$ cat src/rtl/alu_flag_pkg.sv
package alu_flag_pkg;
  typedef struct packed {
    logic c;
    logic s;
    logic z;
    logic v;
  } cond_bits_t;
endpackage

$ cat src/rtl/rst_sync.sv
module rst_sync #(
  parameter int STAGES = 2
) (
  input  logic clk,
  input  logic arst_n,
  output logic srst_n
);
  logic [STAGES-1:0] chain_q;
  logic [STAGES-1:0] chain_d;

  always_comb begin
    chain_d = {chain_q[STAGES-2:0], 1'b1};
  end

  always_ff @(posedge clk or negedge arst_n) begin
    if (!arst_n) chain_q <= '0;
    else         chain_q <= chain_d;
  end

  assign srst_n = chain_q[STAGES-1];
endmodule

$ cat src/rtl/ripple_adder.sv
module ripple_adder #(
  parameter int W = 8
) (
  input  logic [W-1:0] a,
  input  logic [W-1:0] b,
  input  logic         cin,
  output logic [W-1:0] sum,
  output logic         c_into_msb,
  output logic         c_out
);
  logic [W:0] carry;

  assign carry[0] = cin;

  for (genvar i = 0; i < W; i++) begin : g_bit
    assign sum[i]     = a[i] ^ b[i] ^ carry[i];
    assign carry[i+1] = (a[i] & b[i]) | (carry[i] & (a[i] ^ b[i]));
  end

  assign c_into_msb = carry[W-1];
  assign c_out      = carry[W];
endmodule

$ cat src/rtl/flag_logic.sv
module flag_logic
  import alu_flag_pkg::*;
#(
  parameter int W = 8
) (
  input  logic [W-1:0] sum,
  input  logic         c_into_msb,
  input  logic         c_out,
  input  logic         is_sub,
  input  logic         borrow_mode,
  output cond_bits_t   flags_nxt
);
  always_comb begin
    flags_nxt.c = (is_sub && borrow_mode) ? ~c_out : c_out;
    flags_nxt.s = sum[W-1];
    flags_nxt.z = ~|sum;
    flags_nxt.v = c_into_msb ^ c_out;
  end
endmodule

$ cat src/rtl/status_reg.sv
module status_reg
  import alu_flag_pkg::*;
(
  input  logic       clk,
  input  logic       rst_n,
  input  logic       en,
  input  cond_bits_t d,
  output cond_bits_t q
);
  cond_bits_t q_r;
  cond_bits_t q_nxt;

  always_comb begin
    q_nxt = q_r;
    if (en) q_nxt = d;
  end

  always_ff @(posedge clk or negedge rst_n) begin
    if (!rst_n) q_r <= '0;
    else        q_r <= q_nxt;
  end

  assign q = q_r;


  hold_flags_chk: assert property (@(posedge clk) disable iff (!rst_n)
    !en |=> $stable(q_r));


  load_flags_chk: assert property (@(posedge clk) disable iff (!rst_n)
    en |=> q_r == $past(d));
endmodule

$ cat src/rtl/alu_status_unit.sv
module alu_status_unit
  import alu_flag_pkg::*;
#(
  parameter int W = 8
) (
  input  logic         clk,
  input  logic         rst_n,
  input  logic [W-1:0] opa,
  input  logic [W-1:0] opb,
  input  logic         sub_sel,
  input  logic         upd_en,
  input  logic         borrow_mode,
  output logic [W-1:0] result,
  output logic         flag_c,
  output logic         flag_s,
  output logic         flag_z,
  output logic         flag_v
);
  logic         rst_q_n;
  logic [W-1:0] b_eff;
  logic         c_msb;
  logic         c_top;
  cond_bits_t   flags_nxt;
  cond_bits_t   flags_q;

  rst_sync #(.STAGES(2)) u_rst_sync (
    .clk    (clk),
    .arst_n (rst_n),
    .srst_n (rst_q_n)
  );

  assign b_eff = sub_sel ? ~opb : opb;

  ripple_adder #(.W(W)) u_adder (
    .a          (opa),
    .b          (b_eff),
    .cin        (sub_sel),
    .sum        (result),
    .c_into_msb (c_msb),
    .c_out      (c_top)
  );

  flag_logic #(.W(W)) u_flags (
    .sum         (result),
    .c_into_msb  (c_msb),
    .c_out       (c_top),
    .is_sub      (sub_sel),
    .borrow_mode (borrow_mode),
    .flags_nxt   (flags_nxt)
  );

  status_reg u_status (
    .clk   (clk),
    .rst_n (rst_q_n),
    .en    (upd_en),
    .d     (flags_nxt),
    .q     (flags_q)
  );

  assign flag_c = flags_q.c;
  assign flag_s = flags_q.s;
  assign flag_z = flags_q.z;
  assign flag_v = flags_q.v;


  add_carry_chk: assert property (@(posedge clk) disable iff (!rst_q_n)
    (upd_en && !sub_sel) |=> flag_c == (({1'b0, $past(opa)} + {1'b0, $past(opb)}) >> W));


  borrow_chk: assert property (@(posedge clk) disable iff (!rst_q_n)
    (upd_en && sub_sel && borrow_mode) |=> flag_c == ($past(opa) < $past(opb)));


  sign_flag_chk: assert property (@(posedge clk) disable iff (!rst_q_n)
    upd_en |=> flag_s == $past(result[W-1]));


  zero_flag_chk: assert property (@(posedge clk) disable iff (!rst_q_n)
    upd_en |=> flag_z == ($past(result) == '0));


  add_overflow_chk: assert property (@(posedge clk) disable iff (!rst_q_n)
    (upd_en && !sub_sel) |=> flag_v ==
      (($past(opa[W-1]) == $past(opb[W-1])) && ($past(result[W-1]) != $past(opa[W-1]))));
endmodule

$ cat config.mk
export PLATFORM = sky130hd
export DESIGN_NAME = alu_status_unit
export DESIGN_NICKNAME = d
export VERILOG_FILES = /design/src/rtl/alu_flag_pkg.sv /design/src/rtl/rst_sync.sv /design/src/rtl/ripple_adder.sv /design/src/rtl/flag_logic.sv /design/src/rtl/status_reg.sv /design/src/rtl/alu_status_unit.sv
export SDC_FILE = /design/constraint.sdc
export NUM_CORES = 1
export LEC_CHECK = 0
export ABC_CLOCK_PERIOD_IN_PS = 5600
export BUFFER_PORTS_ARGS = -buffer_cell sky130_fd_sc_hd__buf_2
export CORE_MARGIN = 8
export CORE_UTILIZATION = 35
export CTS_BUF_LIST = sky130_fd_sc_hd__clkbuf_4
export CTS_CLUSTER_DIAMETER = 30
export DETAILED_ROUTE_END_ITERATION = 12
export PLACE_DENSITY = 0.7
export SLEW_MARGIN = 20
export SYNTH_ARGS = -nofsm -noshare
export SYNTH_HDL_FRONTEND = slang
export SYNTH_SLANG_ARGS = --single-unit
$ cat constraint.sdc
create_clock -name clk -period 5.6 [get_ports clk]
set_input_delay 1.4 -clock clk [delete_from_list [all_inputs] [get_ports clk]]
set_output_delay 1.4 -clock clk [all_outputs]
set_load 0.1 [all_outputs]
==> results of run 1 <==
## area by class of cell
type                       instances  share of cell area (%)
timing repair buffer              36                    29.9
multi-input combinational         28                    40.5
sequential                         6                    17.9
clock buffer                       3                    2.68
tap                               16                    2.38
inverter                          14                    6.70
## flip-flops by register name, summed over array words and instances (netlist names)
signal,flops
u_status.q,4
u_rst_sync.chain_q,2
## cells by family after synthesis
family	Yosys count
adders and majority gates	7
muxes	4
AOI/OAI and AO/OA	1
and+or+nand+nor	5
other	1
buffers and inverters	16
xor gates and xnor gates	10
DFF	6
## stage by stage
step                setup slack (ps)  area [um^2]  cells
CTS                             -252          841    103
finish                          -242          841    103
global placement                -367          792     99
detailed placement              -426          792     99
global route                    -328          841    103
floorplan                       -265          584     50
## worst max-delay path by stage
stage | start | end | slack (ps)
after detailed placement | sub_sel | result[7] | -430
after global placement | sub_sel | result[7] | -370
final | sub_sel | result[7] | -240
after CTS | sub_sel | result[7] | -250
after floorplan | sub_sel | result[7] | -260
after global routing | sub_sel | result[7] | -330
## repair_timing
action / 4_1_cts / 5_1_grt
buffers inserted: 1 / 0
hold buffers: 0 / 0
resized for setup: 7 / 0
endpoints found under the setup margin: 2 / 2
pin swaps: 2 / 0
endpoints found under the hold margin: 0 / 0
## where the power goes
| part | internal, mW | switching (mW) |
|---|---|---|
| Clock | 0.0242 | 0.0148 |
| Sequential | 0.0505 | 0.00334 |
| Combinational | 0.0761 | 0.208 |
| Total | 0.151 | 0.226 |
## layout by cell type (no fill, tap or decap)
| master | synthesis | routed |
|---|---|---|
| buf_4 | 1 | 4 |
| buf_8 | 0 | 1 |
| inv_1 | 14 | 10 |
| xnor2_4 | 0 | 1 |
| buf_12 | 0 | 3 |
| inv_2 | 0 | 3 |
| fa_1 | 7 | 1 |
| fa_2 | 0 | 6 |
| clkbuf_4 | 0 | 3 |
| conb_1 | 1 | 1 |
| mux2_2 | 3 | 3 |
| buf_2 | 0 | 27 |
| nand4b_1 | 1 | 1 |
| mux2i_1 | 1 | 1 |
| nand2_1 | 1 | 1 |
| buf_6 | 1 | 1 |
| nor2_1 | 1 | 1 |
| a21oi_1 | 1 | 1 |
| xor2_1 | 3 | 3 |
| nor3_1 | 1 | 1 |
| dfrtp_1 | 6 | 6 |
| xnor2_1 | 7 | 6 |
| nand3_1 | 1 | 1 |
| clkinvlp_4 | 0 | 1 |
## layer usage
metal,vias to the layer above,wire length (um),track usage [%]
met1,210,412,9.79
met4,0,24,5.74
met5,-,0,0
met3,4,111,2.17
met2,16,741,19.2
li1,215,-,-
## critical path, delay by kind of cell
kind | cells | cell delay [ps]
XOR/XNOR | 1 | 130
adder cells (fa/ha/maj) | 7 | 2490
buffers and inverters | 5 | 430
==> metrics.txt, run 1 <==
Final Max Slew Viols=0; Syn Area/Cell=10.6 um^2; DRT iter0 DRCs=0; vias in the first global route=539; CP max stage cell=fa_1; CP cell instances=buf_8, xnor2_4, fa_2, fa_2, fa_2, inv_2, fa_2, inv_2, fa_2, fa_2, fa_1, inv_2, buf_12; remaining antenna violation count=0; FF+latch count, synth=6; Post-synth ARST share=100%; DR vias=445; post-layout util=around 58%; CP max FO=3; RR Startpoint=u_status.q[1]; Wirelength per Cell=around 13 um; Crit Path Class=input port to output port; WP data required=4200 ps; number of H-tree levels=1; setup tns final=-242 ps; pwr dens=449 nW/um^2; Chip Height=54.8 um; Syn. warnings=0; ratio of cells with drive above 1 in the final layout=60.9%; final net count=117; via-per-instance ratio=roughly 4.3; total area of sequential cells=150 um^2; all-layer global routing usage=10.2%; Primary FF master, synth=dfrtp_1; Reg2Reg Depth=1; post-synthesis adder-cell area fraction=26.5%; max cap viols=0; top cell type's share of synthesized area=28.4%; Clock Latency Late Sink=240 ps; Post-synth top cells=inv_1, fa_1, xnor2_1, dfrtp_1; VDD IR max=0.194 mV; final worst slack=-242 ps; Synth cell types=16; Synth area leaders=dfrtp_1, fa_1, xnor2_1, inv_1, mux2_2; Filler cells=between 100 and 150; clock skew=3.25 ps; Synth Net Count=78; largest family of logic cells by synthesized area=adder cells; Layout area overhead=59.2%; Worst setup EP type=output port; Reg2Reg Setup Slack=4860 ps; CTS Sinks=6; IO Pins=33; Synth Instances=50; worst hold slack=56.7 ps; diode count=0; clock tree buffer depth=2; top-count cell post-synth=inv_1; Leak=around 0.43 nW; TritonCTS Buffers=3; HP Class=flip-flop to async pin; unrepaired setup endpoints after global routing=yes; Final Hold Viols=0; Critical Path Max Stage Delay=540 ps; clock-pin transition on the worst setup and hold timing paths=40 ps; DRT Pass-1 Iters=1; Yosys top cell by area=dfrtp_1; TritonCTS clock tree=built; Remaining Overflow, GRT=0; sequential-to-total area share from yosys stat=28.4%; die area=~3000 um^2; global-route wire length before repair=~2200 um; Core ar.=1450 um^2; Post-synth EDFFs=0; # setup viols final=1; Final Total Pwr=0.377 mW; largest net degree at the start of global routing=8; post-synthesis compound-gate area fraction=less than 1%; # rows=14; area occupied by multi-input gates=between 300 and 400 um^2; Initial Util=36.3%; fmax=roughly 0.17 GHz; HPWL Detailed=1200 um; total DRC errors in the routed layout=0; Critical Path AT=4440 ps; Syn Std Cell Area=around 530 um^2; xor-xnor portion of the synthesized cell area=around 17%; startpoint types=input port; status=finished, violations left; initial antenna violation count=0; FF-to-FF End=u_status.q[1]; most frequent CP cell=fa_2; period utilization=104%; clock root cell=clkbuf_4; Final GP Congestion=0.716; multiplexer share of the synthesized area=approximately 8.3%; PortBufs=32; WL final=1290 um; Synth Area in Simple Gates=4.98%; Final Critical Period=5840 ps; Die Wd=54.8 um; failing checks=setup timing
Note: power is estimated with default switching activity, not from simulation.
==> inputs of run 2 (changes only) <==
--- a/config.mk
+++ b/config.mk
@@ -8,11 +8,13 @@
 export ABC_CLOCK_PERIOD_IN_PS = 5600
 export BUFFER_PORTS_ARGS = -buffer_cell sky130_fd_sc_hd__buf_2
 export CORE_MARGIN = 8
-export CORE_UTILIZATION = 35
+export CORE_UTILIZATION = 39
 export CTS_BUF_LIST = sky130_fd_sc_hd__clkbuf_4
 export CTS_CLUSTER_DIAMETER = 30
 export DETAILED_ROUTE_END_ITERATION = 12
-export PLACE_DENSITY = 0.7
+export GPL_TIMING_DRIVEN = 0
+export PLACE_DENSITY = 0.77
+export RECOVER_POWER = 100
 export SLEW_MARGIN = 20
 export SYNTH_ARGS = -nofsm -noshare
 export SYNTH_HDL_FRONTEND = slang
==> run 2 against run 1 <==
Against the previous run: the flow still finishes with violations (setup timing); clock-buffer cell count unchanged; routed wire length decreased by 0.47%; global-route usage down 0.13 points; clock skew fell by 1.8 ps; fmax fell by 1.9%; die area decreased by 7.3%; core utilization grew 9.2 points; setup slack worse by 110 ps; flip-flop and latch count stayed put; critical path depth increased by 1; sequential share of layout area decreased by 0.42 points; via count is 3.1% higher; critical path type unchanged; highest routed layer unchanged.
==> metrics.txt, run 2 (synthesis gave the netlist of run 1 again) <==
status=finished, violations left; failing checks=setup timing; # setup viols final=1 (unchanged); final worst slack=-354 ps (-112 ps); vias in the first global route=502 (-6.9%); WP data required=4200 ps (about the same); Layout area overhead=63.0%; VDD IR max=0.158 mV (-19%); Critical Path Max Stage Delay=530 ps (about the same); total DRC errors in the routed layout=0 (unchanged); setup tns final=-354 ps (-112 ps); Most Crowded Layer GR=met2; startpoint types=input port; PortBufs=31 (-3.1%); via-per-instance ratio=4.37 (+1.2%); DRT Pass-1 Iters=3 (+2); clock skew=1.50 ps (-1.75 ps); Setup crit start=sub_sel; TritonCTS clock tree=built; Initial Util=41.1% (+4.8 points); remaining antenna violation count=0 (unchanged); DR vias=459 (+3.1%); final net count=120 (+2.6%); Pint=0.148 mW (-1.8%); Gate power share=75.1% (-0.3 points); most frequent cells in the layout=buf_2, inv_1, clkbuf_1; Final Max Slew Viols=0 (unchanged); initial antenna violation count=0 (unchanged); Worst setup EP type=output port; TritonCTS Buffers=3 (unchanged); Die Wd=52.8 um (-3.7%); clock-pin transition on the worst setup and hold timing paths=40 ps (about the same); period utilization=106% (+2.0 points); grt met3 use=2.27% (+0.099 points); Filler cells=98 (-26%); Top delay family on crit path=adder cells; CP max FO=7 (+4); switching power=0.227 mW (+0.28%); Wirelength per Cell=12.2 um (-2.4%); Crit Path Class=input port to output port; HP Class=flip-flop to async pin; IO Pins=33 (unchanged); global-route wire length before repair=2100 um (-5.0%); DRT iter0 DRCs=4 (+4); all-layer global routing usage=10.0% (-0.13 points); Leak=0.422 nW (-2.0%); WL final=1280 um (-0.47%); unrepaired setup endpoints after global routing=yes; worst hold slack=61.1 ps (+4.47 ps); largest net degree at the start of global routing=10 (+2); dpl ws=-708 ps (-282 ps); die area=2790 um^2 (-7.3%); post-layout util=67.0% (+9.2 points); headroom to the max-slew limit=21.7%; pwr dens=436 nW/um^2 (-2.9%); CP cell instances=buf_12, xnor2_4, fa_2, fa_2, fa_2, inv_2, fa_2, inv_2, fa_2, fa_2, fa_1, inv_2, buf_12, buf_12; ratio of cells with drive above 1 in the final layout=54.4% (-6.5 points); CTS Sinks=6 (unchanged); commonest non-fill, non-tap cell in the layout=buf_2; Core ar.=1280 um^2 (-12%); Remaining Overflow, GRT=0 (unchanged); M2 GR Usage=18.8% (-0.50 points); Seq pwr share=14.4% (about the same); Switching Share=60.5% (+0.51 points); Final Hold Viols=0 (unchanged); number of flip-flops in the largest register=4 (unchanged); clock share of power=10.5% (+0.2 points); # rows=13 (-1); Clock Latency Late Sink=240 ps (about the same); Chip Height=52.8 um (-3.7%); Final Total Pwr=0.375 mW (-0.56%); fmax=0.168 GHz (-1.9%); max cap viols=0 (unchanged); Final GP Congestion=0.761 (+6.3%); CP max stage cell=fa_1; HPWL Detailed=1110 um (-7.9%); worst slew pin tran=between 1000 and 1500 ps; Critical Path AT=4550 ps (+110 ps); diode count=0 (unchanged); Final Critical Period=5950 ps (+112 ps); WP buf/inv=6 (+1); M1 GR Usage=9.85% (+0.058 points); number of H-tree levels=1 (unchanged); clock tree buffer depth=2 (unchanged); RR Startpoint=u_status.q[1]; clock root cell=clkbuf_4; most frequent CP cell=fa_2
run 2: changes by cell type in the layout (fill, tap and decap cells not counted):
cell,delta
mux2i_1,-1
buf_8,-1
mux2i_2,+1
buf_4,+3
buf_2,-8
clkbuf_1,+8
buf_12,+1
run 2: timing repair:
action                                  CTS  global route
gates resized for setup                   6             8
endpoints found under the hold margin     0             0
pin swaps                                 2             0
hold buffers                              0             0
buffers inserted                          1             5
endpoints found under the setup margin    2             2
run 2: area by class of cell:
type | count | area (um^2) | area share, %
Multi-Input combinational cell | 28 | 344 | 40.0
Timing Repair Buffer | 37 | 229 | 26.6
Sequential cell | 6 | 150 | 17.4
Inverter | 14 | 56.3 | 6.54
Buffer | 2 | 40.0 | 4.65
Clock buffer | 3 | 22.5 | 2.62
Tap cell | 15 | 18.8 | 2.18
run 2: final timing paths:
| path | cells past startpoint | endpoint | slack, ps |
|---|---|---|---|
| max reg2reg | 1 | u_status.q[1] | 4860 |
| min in group clk | 0 | u_rst_sync.chain_q[1] | 370 |
| max in group asynchronous | 1 | u_rst_sync.chain_q[0] | 4520 |
| max | 14 | result[7] | -350 |
| min reg2reg | 0 | u_status.q[2] | 60 |
| min | 0 | u_status.q[2] | 60 |
run 2: power groups by stage:
stage / clock network (mW) / registers [mW] / logic [mW]
after floorplan: 0 / 0.101 / 0.180
after global placement: 0 / 0.0543 / 0.261
after detailed placement: 0 / 0.0546 / 0.264
after CTS: 0.0404 / 0.0539 / 0.277
after global routing: 0.0440 / 0.0554 / 0.295
final: 0.0395 / 0.0540 / 0.282
run 2: per-layer routing:
layer	up-vias	wire [um]
met5	-	0
met4	0	17
met3	2	57
met2	15	774
met1	219	434
li1	223	-
run 2: metrics by stage:
| stage | area (um^2) | std cells |
|---|---|---|
| finish | 861 | 105 |
| global route | 861 | 105 |
| CTS | 810 | 100 |
| detailed placement | 758 | 96 |
| global placement | 758 | 96 |
| floorplan | 584 | 50 |
